<file path="config.mk">
export PLATFORM = sky130hd
export DESIGN_NAME = sadc_serial_regs
export DESIGN_NICKNAME = d
export VERILOG_FILES = /design/src/rtl/sadc_pkg.sv /design/src/rtl/sadc_pin_sync.sv /design/src/rtl/sadc_serial_ctrl.sv /design/src/rtl/sadc_ready_timer.sv /design/src/rtl/sadc_serial_regs.sv
export SDC_FILE = /design/constraint.sdc
export NUM_CORES = 1
export LEC_CHECK = 0
export BUFFER_PORTS_ARGS = -buffer_cell sky130_fd_sc_hd__buf_4
export CAP_MARGIN = 20
export CORE_MARGIN = 10
export CORE_UTILIZATION = 50
export DETAILED_ROUTE_END_ITERATION = 7
export PLACE_DENSITY = 0.69
export SYNTH_ARGS = -nofsm -noshare
export SYNTH_HDL_FRONTEND = slang
export SYNTH_HIERARCHICAL = 1
export SYNTH_SLANG_ARGS = --single-unit
</file>
<file path="constraint.sdc">
create_clock -name clk -period 2.95 [get_ports clk]
set_input_delay 0.59 -clock clk [delete_from_list [all_inputs] [get_ports clk]]
set_output_delay 0.59 -clock clk [all_outputs]
set_load 0.01 [all_outputs]
</file>
<file path="src/rtl/sadc_pkg.sv">
package sadc_pkg;

  typedef enum logic [1:0] {PH_COMM, PH_WRITE, PH_READ} phase_t;

  localparam logic [1:0] RS_COMM  = 2'b00;
  localparam logic [1:0] RS_SETUP = 2'b01;
  localparam logic [1:0] RS_CAL   = 2'b10;
  localparam logic [1:0] RS_DATA  = 2'b11;

  // A routing byte is taken only when its top bit is clear.
  function automatic logic comm_accept(input logic [7:0] b);
    return ~b[7];
  endfunction

  // Length in bits of the transfer that follows a routing byte.
  function automatic int unsigned reg_bits(input logic [1:0] rs, input int unsigned cal_w);
    case (rs)
      RS_CAL:  return cal_w;
      RS_DATA: return 16;
      default: return 8;
    endcase
  endfunction

  // Age since the last update at which ready is withdrawn.
  function automatic int unsigned blank_start(input int unsigned period, input int unsigned blank);
    return (period > blank) ? period - blank : 0;
  endfunction

endpackage

</file>
<file path="src/rtl/sadc_pin_sync.sv">
module sadc_pin_sync (
  input  logic clk,
  input  logic rst_n,
  input  logic sck,
  input  logic cs_n,
  input  logic sdi,
  output logic rise,
  output logic fall,
  output logic din
);
  logic [2:0] m1, m2;
  logic       sck_d;
  logic       sel;

  always_ff @(posedge clk or negedge rst_n) begin
    if (!rst_n) begin
      m1    <= 3'b110;
      m2    <= 3'b110;
      sck_d <= 1'b1;
    end else begin
      m1    <= {sck, cs_n, sdi};
      m2    <= m1;
      sck_d <= m2[2];
    end
  end

  assign sel  = ~m2[1];
  assign rise = sel & m2[2] & ~sck_d;
  assign fall = sel & ~m2[2] & sck_d;
  assign din  = m2[0];
endmodule

</file>
<file path="src/rtl/sadc_serial_ctrl.sv">
module sadc_serial_ctrl
  import sadc_pkg::*;
#(
  parameter int unsigned CAL_W = 24,
  parameter int unsigned SH_W  = 24
) (
  input  logic             clk,
  input  logic             rst_n,
  input  logic             rise,
  input  logic             fall,
  input  logic             din,
  input  logic             rdy_n,
  input  logic [15:0]      data_q,
  output logic             sdo,
  output logic [7:0]       setup_q,
  output logic [CAL_W-1:0] cal_q,
  output logic [1:0]       gain,
  output logic             standby,
  output logic             read_done
);
  localparam int unsigned CW        = $clog2(SH_W + 1);
  localparam logic [7:0]  SETUP_RST = 8'h08;

  phase_t          phase;
  logic [CW-1:0]   cnt, len;
  logic [SH_W-1:0] shreg, wv, rd_al;
  logic [1:0]      rs_q;
  logic [7:0]      nb;
  logic            last;

  assign nb        = {shreg[6:0], din};
  assign wv        = {shreg[SH_W-2:0], din};
  assign last      = (cnt == len - CW'(1));
  assign read_done = rise && (phase == PH_READ) && last && (rs_q == RS_DATA);

  // Read value, left aligned in the shifter, chosen by the incoming routing byte.
  always_comb begin
    rd_al = '0;
    case (nb[5:4])
      RS_COMM:  rd_al[SH_W-1 -: 8]     = {rdy_n, nb[6:0]};
      RS_SETUP: rd_al[SH_W-1 -: 8]     = setup_q;
      RS_CAL:   rd_al[SH_W-1 -: CAL_W] = cal_q;
      default:  rd_al[SH_W-1 -: 16]    = data_q;
    endcase
  end

  always_ff @(posedge clk or negedge rst_n) begin
    if (!rst_n) begin
      phase   <= PH_COMM;
      cnt     <= '0;
      len     <= CW'(8);
      shreg   <= '0;
      rs_q    <= RS_COMM;
      sdo     <= 1'b1;
      setup_q <= SETUP_RST;
      cal_q   <= '0;
      gain    <= '0;
      standby <= 1'b0;
    end else if (rise) begin
      case (phase)
        PH_COMM: begin
          shreg <= wv;
          if (cnt == CW'(7)) begin
            cnt <= '0;
            if (comm_accept(nb)) begin
              rs_q    <= nb[5:4];
              standby <= nb[2];
              gain    <= nb[1:0];
              len     <= CW'(reg_bits(nb[5:4], CAL_W));
              if (nb[3]) begin
                phase <= PH_READ;
                shreg <= rd_al;
                sdo   <= rd_al[SH_W-1];
              end else if (nb[5:4] != RS_COMM) begin
                phase <= PH_WRITE;
              end
            end
          end else begin
            cnt <= cnt + CW'(1);
          end
        end
        PH_WRITE: begin
          shreg <= wv;
          if (last) begin
            cnt   <= '0;
            phase <= PH_COMM;
            if (rs_q == RS_SETUP)    setup_q <= wv[7:0];
            else if (rs_q == RS_CAL) cal_q   <= wv[CAL_W-1:0];
          end else begin
            cnt <= cnt + CW'(1);
          end
        end
        PH_READ: begin
          shreg <= shreg << 1;
          if (last) begin
            cnt   <= '0;
            phase <= PH_COMM;
            sdo   <= 1'b1;
          end else begin
            cnt <= cnt + CW'(1);
          end
        end
        default: phase <= PH_COMM;
      endcase
    end else if (fall && phase == PH_READ) begin
      sdo <= shreg[SH_W-1];
    end
  end
endmodule

</file>
<file path="src/rtl/sadc_ready_timer.sv">
module sadc_ready_timer
  import sadc_pkg::*;
#(
  parameter int unsigned PERIOD = 2000,
  parameter int unsigned BLANK  = 500
) (
  input  logic        clk,
  input  logic        rst_n,
  input  logic        upd_valid,
  input  logic [15:0] upd_word,
  input  logic        fsync,
  input  logic        read_done,
  output logic [15:0] data_q,
  output logic        rdy_n,
  output logic        load,
  output logic        blank
);
  localparam int unsigned TW       = $clog2(PERIOD + 1);
  localparam logic [TW-1:0] AGE_MAX  = TW'(PERIOD);
  localparam logic [TW-1:0] BLANK_AT = TW'(blank_start(PERIOD, BLANK));

  logic [TW-1:0] age;
  logic [1:0]    skip;

  assign load  = upd_valid && !fsync && (skip == 2'd0);
  assign blank = (age >= BLANK_AT);

  always_ff @(posedge clk or negedge rst_n) begin
    if (!rst_n) begin
      age    <= '0;
      skip   <= '0;
      data_q <= '0;
      rdy_n  <= 1'b1;
    end else begin
      if (upd_valid)            age <= '0;
      else if (age != AGE_MAX)  age <= age + TW'(1);

      if (fsync)                          skip <= 2'd2;
      else if (upd_valid && skip != 2'd0) skip <= skip - 2'd1;

      if (load) data_q <= upd_word;

      if (load)                    rdy_n <= 1'b0;
      else if (read_done || blank) rdy_n <= 1'b1;
    end
  end
endmodule

</file>
<file path="src/rtl/sadc_serial_regs.sv">
module sadc_serial_regs #(
  parameter int unsigned CAL_W  = 24,
  parameter int unsigned PERIOD = 2000,
  parameter int unsigned BLANK  = 500
) (
  input  logic             clk,
  input  logic             rst_n,
  input  logic             sck,
  input  logic             cs_n,
  input  logic             sdi,
  output logic             sdo,
  output logic             rdy_n,
  input  logic             upd_valid,
  input  logic [15:0]      upd_word,
  output logic [7:0]       setup_q,
  output logic [CAL_W-1:0] cal_q,
  output logic [1:0]       gain,
  output logic             standby
);
  localparam int unsigned SH_W = (CAL_W > 16) ? CAL_W : 16;

  logic        s_rise, s_fall, s_din;
  logic        read_done, upd_load, blank_win, fsync;
  logic [15:0] data_q;

  assign fsync = setup_q[0];

  sadc_pin_sync u_sync (
    .clk(clk), .rst_n(rst_n), .sck(sck), .cs_n(cs_n), .sdi(sdi),
    .rise(s_rise), .fall(s_fall), .din(s_din)
  );

  sadc_serial_ctrl #(.CAL_W(CAL_W), .SH_W(SH_W)) u_ctrl (
    .clk(clk), .rst_n(rst_n), .rise(s_rise), .fall(s_fall), .din(s_din),
    .rdy_n(rdy_n), .data_q(data_q), .sdo(sdo), .setup_q(setup_q),
    .cal_q(cal_q), .gain(gain), .standby(standby), .read_done(read_done)
  );

  sadc_ready_timer #(.PERIOD(PERIOD), .BLANK(BLANK)) u_rdy (
    .clk(clk), .rst_n(rst_n), .upd_valid(upd_valid), .upd_word(upd_word),
    .fsync(fsync), .read_done(read_done), .data_q(data_q), .rdy_n(rdy_n),
    .load(upd_load), .blank(blank_win)
  );
endmodule

</file>
# --- Word level (Yosys, flattened, before mapping) ---
# Cells that the tools add are included.
word_totals:
  ff_bits: 111
  latchBits: 0
  ram_bits: 0
  mem_bits_ro: 0
  wordCells: 110
  n_memories: 0
op_classes:
  n_addsub: 4
  n_mul: 0
  n_div: 0
  magnitude_cmp: 1
  n_eq_ne: 20
  shifts: 0
  n_mux: 30
  bitwise_logic: 9
  reduce_logical: 29
op_table:
  columns: ["op", "count"]
  rows:
  - ["24-bit 2-to-1 mux", 3]
  - ["24-bit one-hot mux with 3 select lines", 1]
  - ["8-bit one-hot mux with 3 select lines", 1]
  - ["11-bit 2-to-1 mux", 2]
  - ["5-bit one-hot mux with 2 select lines", 2]
  - ["8-bit one-hot mux with 2 select lines", 1]
  - ["3-bit != test (second input constant)", 5]
  - ["2-bit 2-to-1 mux", 7]
  - ["2-bit nonzero test", 7]
  - ["11-bit by 1-bit adder with 11-bit output (second input constant)", 1]
  - ["11-bit greater-or-equal comparator (second input constant)", 1]
  - ["11-bit != test (second input constant)", 1]
  - ["2-bit equality test (second input constant)", 5]
  - ["5-bit 2-to-1 mux", 2]
  - ["5-bit AND reduction", 2]
  - ["1-bit 2-to-1 mux", 8]
  - ["8-bit 2-to-1 mux", 1]
  - ["4-bit AND reduction", 2]
  - ["1-bit logical AND", 7]
  - ["2-bit by 1-bit equality test with 1-bit output (second input constant)", 3]
  - ["2-bit zero test", 3]
  - ["6-bit AND reduction", 1]
  - ["5-bit by 1-bit adder with 5-bit output (second input constant)", 1]
  - ["5-bit by 3-bit equality test with 1-bit output (second input constant)", 1]
  - ["15 further kinds", 25]

# --- Logic depth before layout (Yosys ltp) ---
depth:
  ltp_word: 9
  ltp_mapped: 9

# --- By module ---
# The synthesis kept the hierarchy.
modules_own_cells:
  columns: ["mod", "n_inst", "cells_per_inst", "area_each_um2"]
  rows:
  - ["sadc_serial_ctrl", 1, 317, 3550.9]
  - ["sadc_ready_timer", 1, 110, 1355.0]
  - ["sadc_pin_sync", 1, 9, 196.4]

# --- Worst setup path after synthesis ---
# OpenSTA, ideal clock, no wires.
synth_path:
  path_kind: "reg-to-reg"
  from: "register u_sync.m2[2]"
  to: "register u_ctrl.shreg[11]"
  arrival_time_ns: 1.913
  setup_slack_ns: 0.896
  path_stages_with_launch: 7
  n_path_buf: 3
  path_cell_list: "dfstp_2 > nor3b_1 > clkbuf_1 > nor2b_1 > clkbuf_1 > clkbuf_1 > a31oi_1"
synth_via:
  elab_chain_len: 3
synth_lines:
  columns: ["element", "line", "source"]
  rows:
  - ["start: declaration", "sadc_pin_sync.sv:11", "logic [2:0] m1, m2;"]
  - ["start signal: assignment", "sadc_pin_sync.sv:22", "m2 <= m1;"]
  - ["1-bit AND (2 in series)", "sadc_pin_sync.sv:28", "assign rise = sel & m2[2] & ~sck_d;"]
  - ["named net s_rise", "sadc_serial_regs.sv:22", "logic s_rise, s_fall, s_din;"]
  - ["2-bit AND reduction (no line)", null, null]
  - ["end signal: assignment", "sadc_serial_ctrl.sv:62", "shreg <= wv;"]
  - ["end signal: assignment", "sadc_serial_ctrl.sv:72", "shreg <= rd_al;"]
  - ["end signal: assignment", "sadc_serial_ctrl.sv:83", "shreg <= wv;"]
  - ["end: declaration", "sadc_serial_ctrl.sv:26", "logic [SH_W-1:0] shreg, wv, rd_al;"]
# The timed path passes the listed nets, and every way through them passes these cells.
# A chain may end at the register's enable or synchronous reset.

# --- Final worst setup path ---
layout_path:
  from: "register u_ctrl.cnt[0]"
  to: "register u_ctrl.setup_q[2]"
layout_via:
  elab_chain_len: 2
layout_lines:
  columns: ["element", "line", "source"]
  rows:
  - ["start: declaration", "sadc_serial_ctrl.sv:25", "logic [CW-1:0] cnt, len;"]
  - ["start signal: assignment", "sadc_serial_ctrl.sv:79", "cnt <= cnt + CW'(1);"]
  - ["start signal: assignment", "sadc_serial_ctrl.sv:90", "cnt <= cnt + CW'(1);"]
  - ["start signal: assignment", "sadc_serial_ctrl.sv:100", "cnt <= cnt + CW'(1);"]
  - ["5-bit equality test", "sadc_serial_ctrl.sv:33", "assign last = (cnt == len - CW'(1));"]
  - ["4-bit AND reduction (no line)", null, null]
  - ["end signal: assignment", "sadc_serial_ctrl.sv:87", "if (rs_q == RS_SETUP) setup_q <= wv[7:0];"]
  - ["end: declaration", "sadc_serial_ctrl.sv:15", "output logic [7:0] setup_q,"]
# Every way passes these cells.

==> results.md <==
* Outcome: completed
* Min cycle time layout at 2380 ps
* Hold bufs inserted after CTS at 0
* Transition time at the pin with the least slew margin at 676 ps
* Endpoint class of the critical path: flip-flop
* Number of placement rows at 36
* Clock tree from TritonCTS: built
* Maximum number of pins on one net before global-route repair at 45
* Count of unresolved DRC violations after routing at 0
* Initial antenna violation count at 0
* Share of the clock period used by the worst path after layout at 0.808
* Clock sink count at 108
* Share of post-route cells with drive strength above 1 at 0.348
* Residual overflow from global routing at 0
* Final setup viols at 0
* Clock latency of the later-clocked register in the worst-skew pair at 380 ps
* Fmax at 0.419 GHz
* Post-DP HPWL at 8040 um
* Fillcell total at 837
* Crit start category: flip-flop
* Wire length per cell after detailed routing at 18.6 um
* Placer's final routability congestion estimate at 0.864
* Average size of a mapped cell at 11.7 um^2
* Synthesized cell area at 5100 um^2
* Wire length of the first global-routing pass at 19300 um
* Die area at 14600 um^2
* Total I/O pin count at 59
* Starting density of the core at 0.517
* Residual antenna-violating net count after detailed routing at 0
* Hold violation total from the final report at 0
* Max cap viols at 0
* Number of iterations in the first detailed-routing pass at 4
* DRC violation total after the first TritonRoute iteration at 262
* Area Growth Syn to Fin at 15.7%
* Post-Route WL at 11600 um
* Maximum fanout along the worst path at 8
* Final-report max-slew violation count at 0
* Core Area at 9860 um^2
* Final nets at 517
* Critical path data required time at 3230 ps
* Fin Setup TNS at 0 ps
* CTS Root Buffer Type: sky130_fd_sc_hd__clkbuf_8
* Die outline height at 121 um
* Maximum clock skew at final layout at 17.2 ps
* Min Hold Slack at 195 ps
* Aggregate global-route resource usage at 0.163
* CP Class: reg2reg
* Setup repair after global routing missed its margin: false
* Port buffer count at 58
* Lkg Pwr at 2.72 nW
* Vias in the first global route at 3646
* CTS buffer count at 9
* Syn_nets at 465
* Number of buffers between clock root and the deepest sink at 2
* R2R cell count at 6
* Power per standard cell area at 670 nW/um^2
* DR vias/cell at 5.74
* Die W at 121 um
* Largest vdd supply drop at 410 uV
* Worst slew margin relative to its limit at 0.548
* Arrival @ worst endpoint at 2660 ps
* Worst hold path type: in2async
* Number of vias in the routed layout at 3587
* Post-CTS setup repair buffer count at 0
* Yosys Warn Count at 6
* Number of H-tree levels at 3
* CTS clock-pin slew for the worst setup and hold paths at 110 ps
* Cells after Synth at 435
* CTS-repair resized insts at 0
* Antenna diode count at 0
-- per-layer routing --
| layer | vias up | share of wire | GRT usage |
|---|---|---|---|
| li1 | 1672 | - | - |
| met2 | 114 | 0.47 | 0.248 |
| met4 | 0 | 0.0089 | 0.0339 |
| met5 | - | 0 | 0 |
| met1 | 1791 | 0.46 | 0.225 |
| met3 | 10 | 0.059 | 0.0503 |
-- registers in the layout, indices dropped and copies added (netlist names) --
name	flops
u_ctrl/cal_q	24
u_ctrl/shreg	24
u_rdy/data_q	16
u_rdy/age	11
u_ctrl/setup_q	8
u_ctrl/cnt	5
u_sync/m1	3
u_sync/m2	3
u_ctrl/gain	2
u_ctrl/len	2
u_ctrl/phase	2
u_ctrl/rs_q	2
u_rdy/skip	2
u_ctrl/sdo	1
u_ctrl/standby	1
u_rdy/rdy_n	1
u_sync/sck_d	1
-- worst max-delay path, stage by stage (launching register included) --
cell and delay (ps):
sky130_fd_sc_hd__dfrtp_1 420, sky130_fd_sc_hd__ha_1 260, sky130_fd_sc_hd__nand4b_1 140, sky130_fd_sc_hd__mux2i_2 340, sky130_fd_sc_hd__nand3_1 150, sky130_fd_sc_hd__or3b_1 590
sky130_fd_sc_hd__mux2_4 380
-- worst paths after layout --
path	from	end	slack, ps
setup / recovery	u_ctrl/cnt[0]$_DFFE_PN0P_	u_ctrl/setup_q[2]$_DFFE_PN0P_	570
hold / removal	rst_n	u_rdy/age[2]$_DFFE_PN0P_	200
setup reg to reg	u_ctrl/cnt[0]$_DFFE_PN0P_	u_ctrl/setup_q[2]$_DFFE_PN0P_	570
hold reg to reg	u_sync/m1[0]$_DFF_PN0_	u_sync/m2[0]$_DFF_PN0_	360
max in group asynchronous	rst_n	u_ctrl/len[3]$_DFFE_PN1P_	2060
min in group clk	sdi	u_sync/m1[0]$_DFF_PN0_	300
-- layout by cell type (no fill, tap or decap), types with 5 or more instances in the layout --
cell,instances
sky130_fd_sc_hd__dfrtp_1,99
sky130_fd_sc_hd__nand2_1,27
sky130_fd_sc_hd__mux4_2,6
sky130_fd_sc_hd__inv_1,14
sky130_fd_sc_hd__mux2_4,8
sky130_fd_sc_hd__buf_4,67
sky130_fd_sc_hd__clkbuf_8,9
sky130_fd_sc_hd__a21oi_1,13
sky130_fd_sc_hd__a31oi_1,18
sky130_fd_sc_hd__nand3_1,37
sky130_fd_sc_hd__ha_1,8
sky130_fd_sc_hd__o21ai_0,9
sky130_fd_sc_hd__o31ai_1,7
sky130_fd_sc_hd__nor2_1,30
sky130_fd_sc_hd__nand2b_1,5
sky130_fd_sc_hd__dfstp_2,9
sky130_fd_sc_hd__nand4b_1,5
sky130_fd_sc_hd__mux2_2,56
-- layout make-up --
class / instances / area (um^2) / share of cell area
clock buffers: 9 / 124 / 0.0210
clock inverters: 7 / 80.1 / 0.0136
inverters: 14 / 52.6 / 0.00891
multi-input cells: 285 / 2220 / 0.376
flip-flops and latches: 108 / 2710 / 0.460
well taps: 133 / 166 / 0.0282
repair buffers: 69 / 543 / 0.0921
-- power breakdown --
group	internal, W	switching [W]	total, W
clock network	0.000407	0.000547	0.000953
logic	0.000485	0.000449	0.000933
registers	0.00178	0.000281	0.00206
total	0.00267	0.00128	0.00395
-- per-stage QoR --
| step | total power [W] | setup WS, ps | cell area, um^2 | utilization | cells |
|---|---|---|---|---|---|
| 6_report | 0.00395 | 565 | 5900 | 0.598 | 625 |
| 5_1_grt | 0.00419 | 404 | 5900 | 0.598 | 625 |
| 4_1_cts | 0.00397 | 578 | 5900 | 0.598 | 625 |
| 3_5_place_dp | 0.00302 | 613 | 5690 | 0.577 | 609 |
| 3_3_place_gp | 0.00298 | 726 | 5690 | 0.577 | 609 |
| 2_1_floorplan | 0.00271 | 896 | 5100 | - | 435 |
Power figures use the tool's default switching activity.
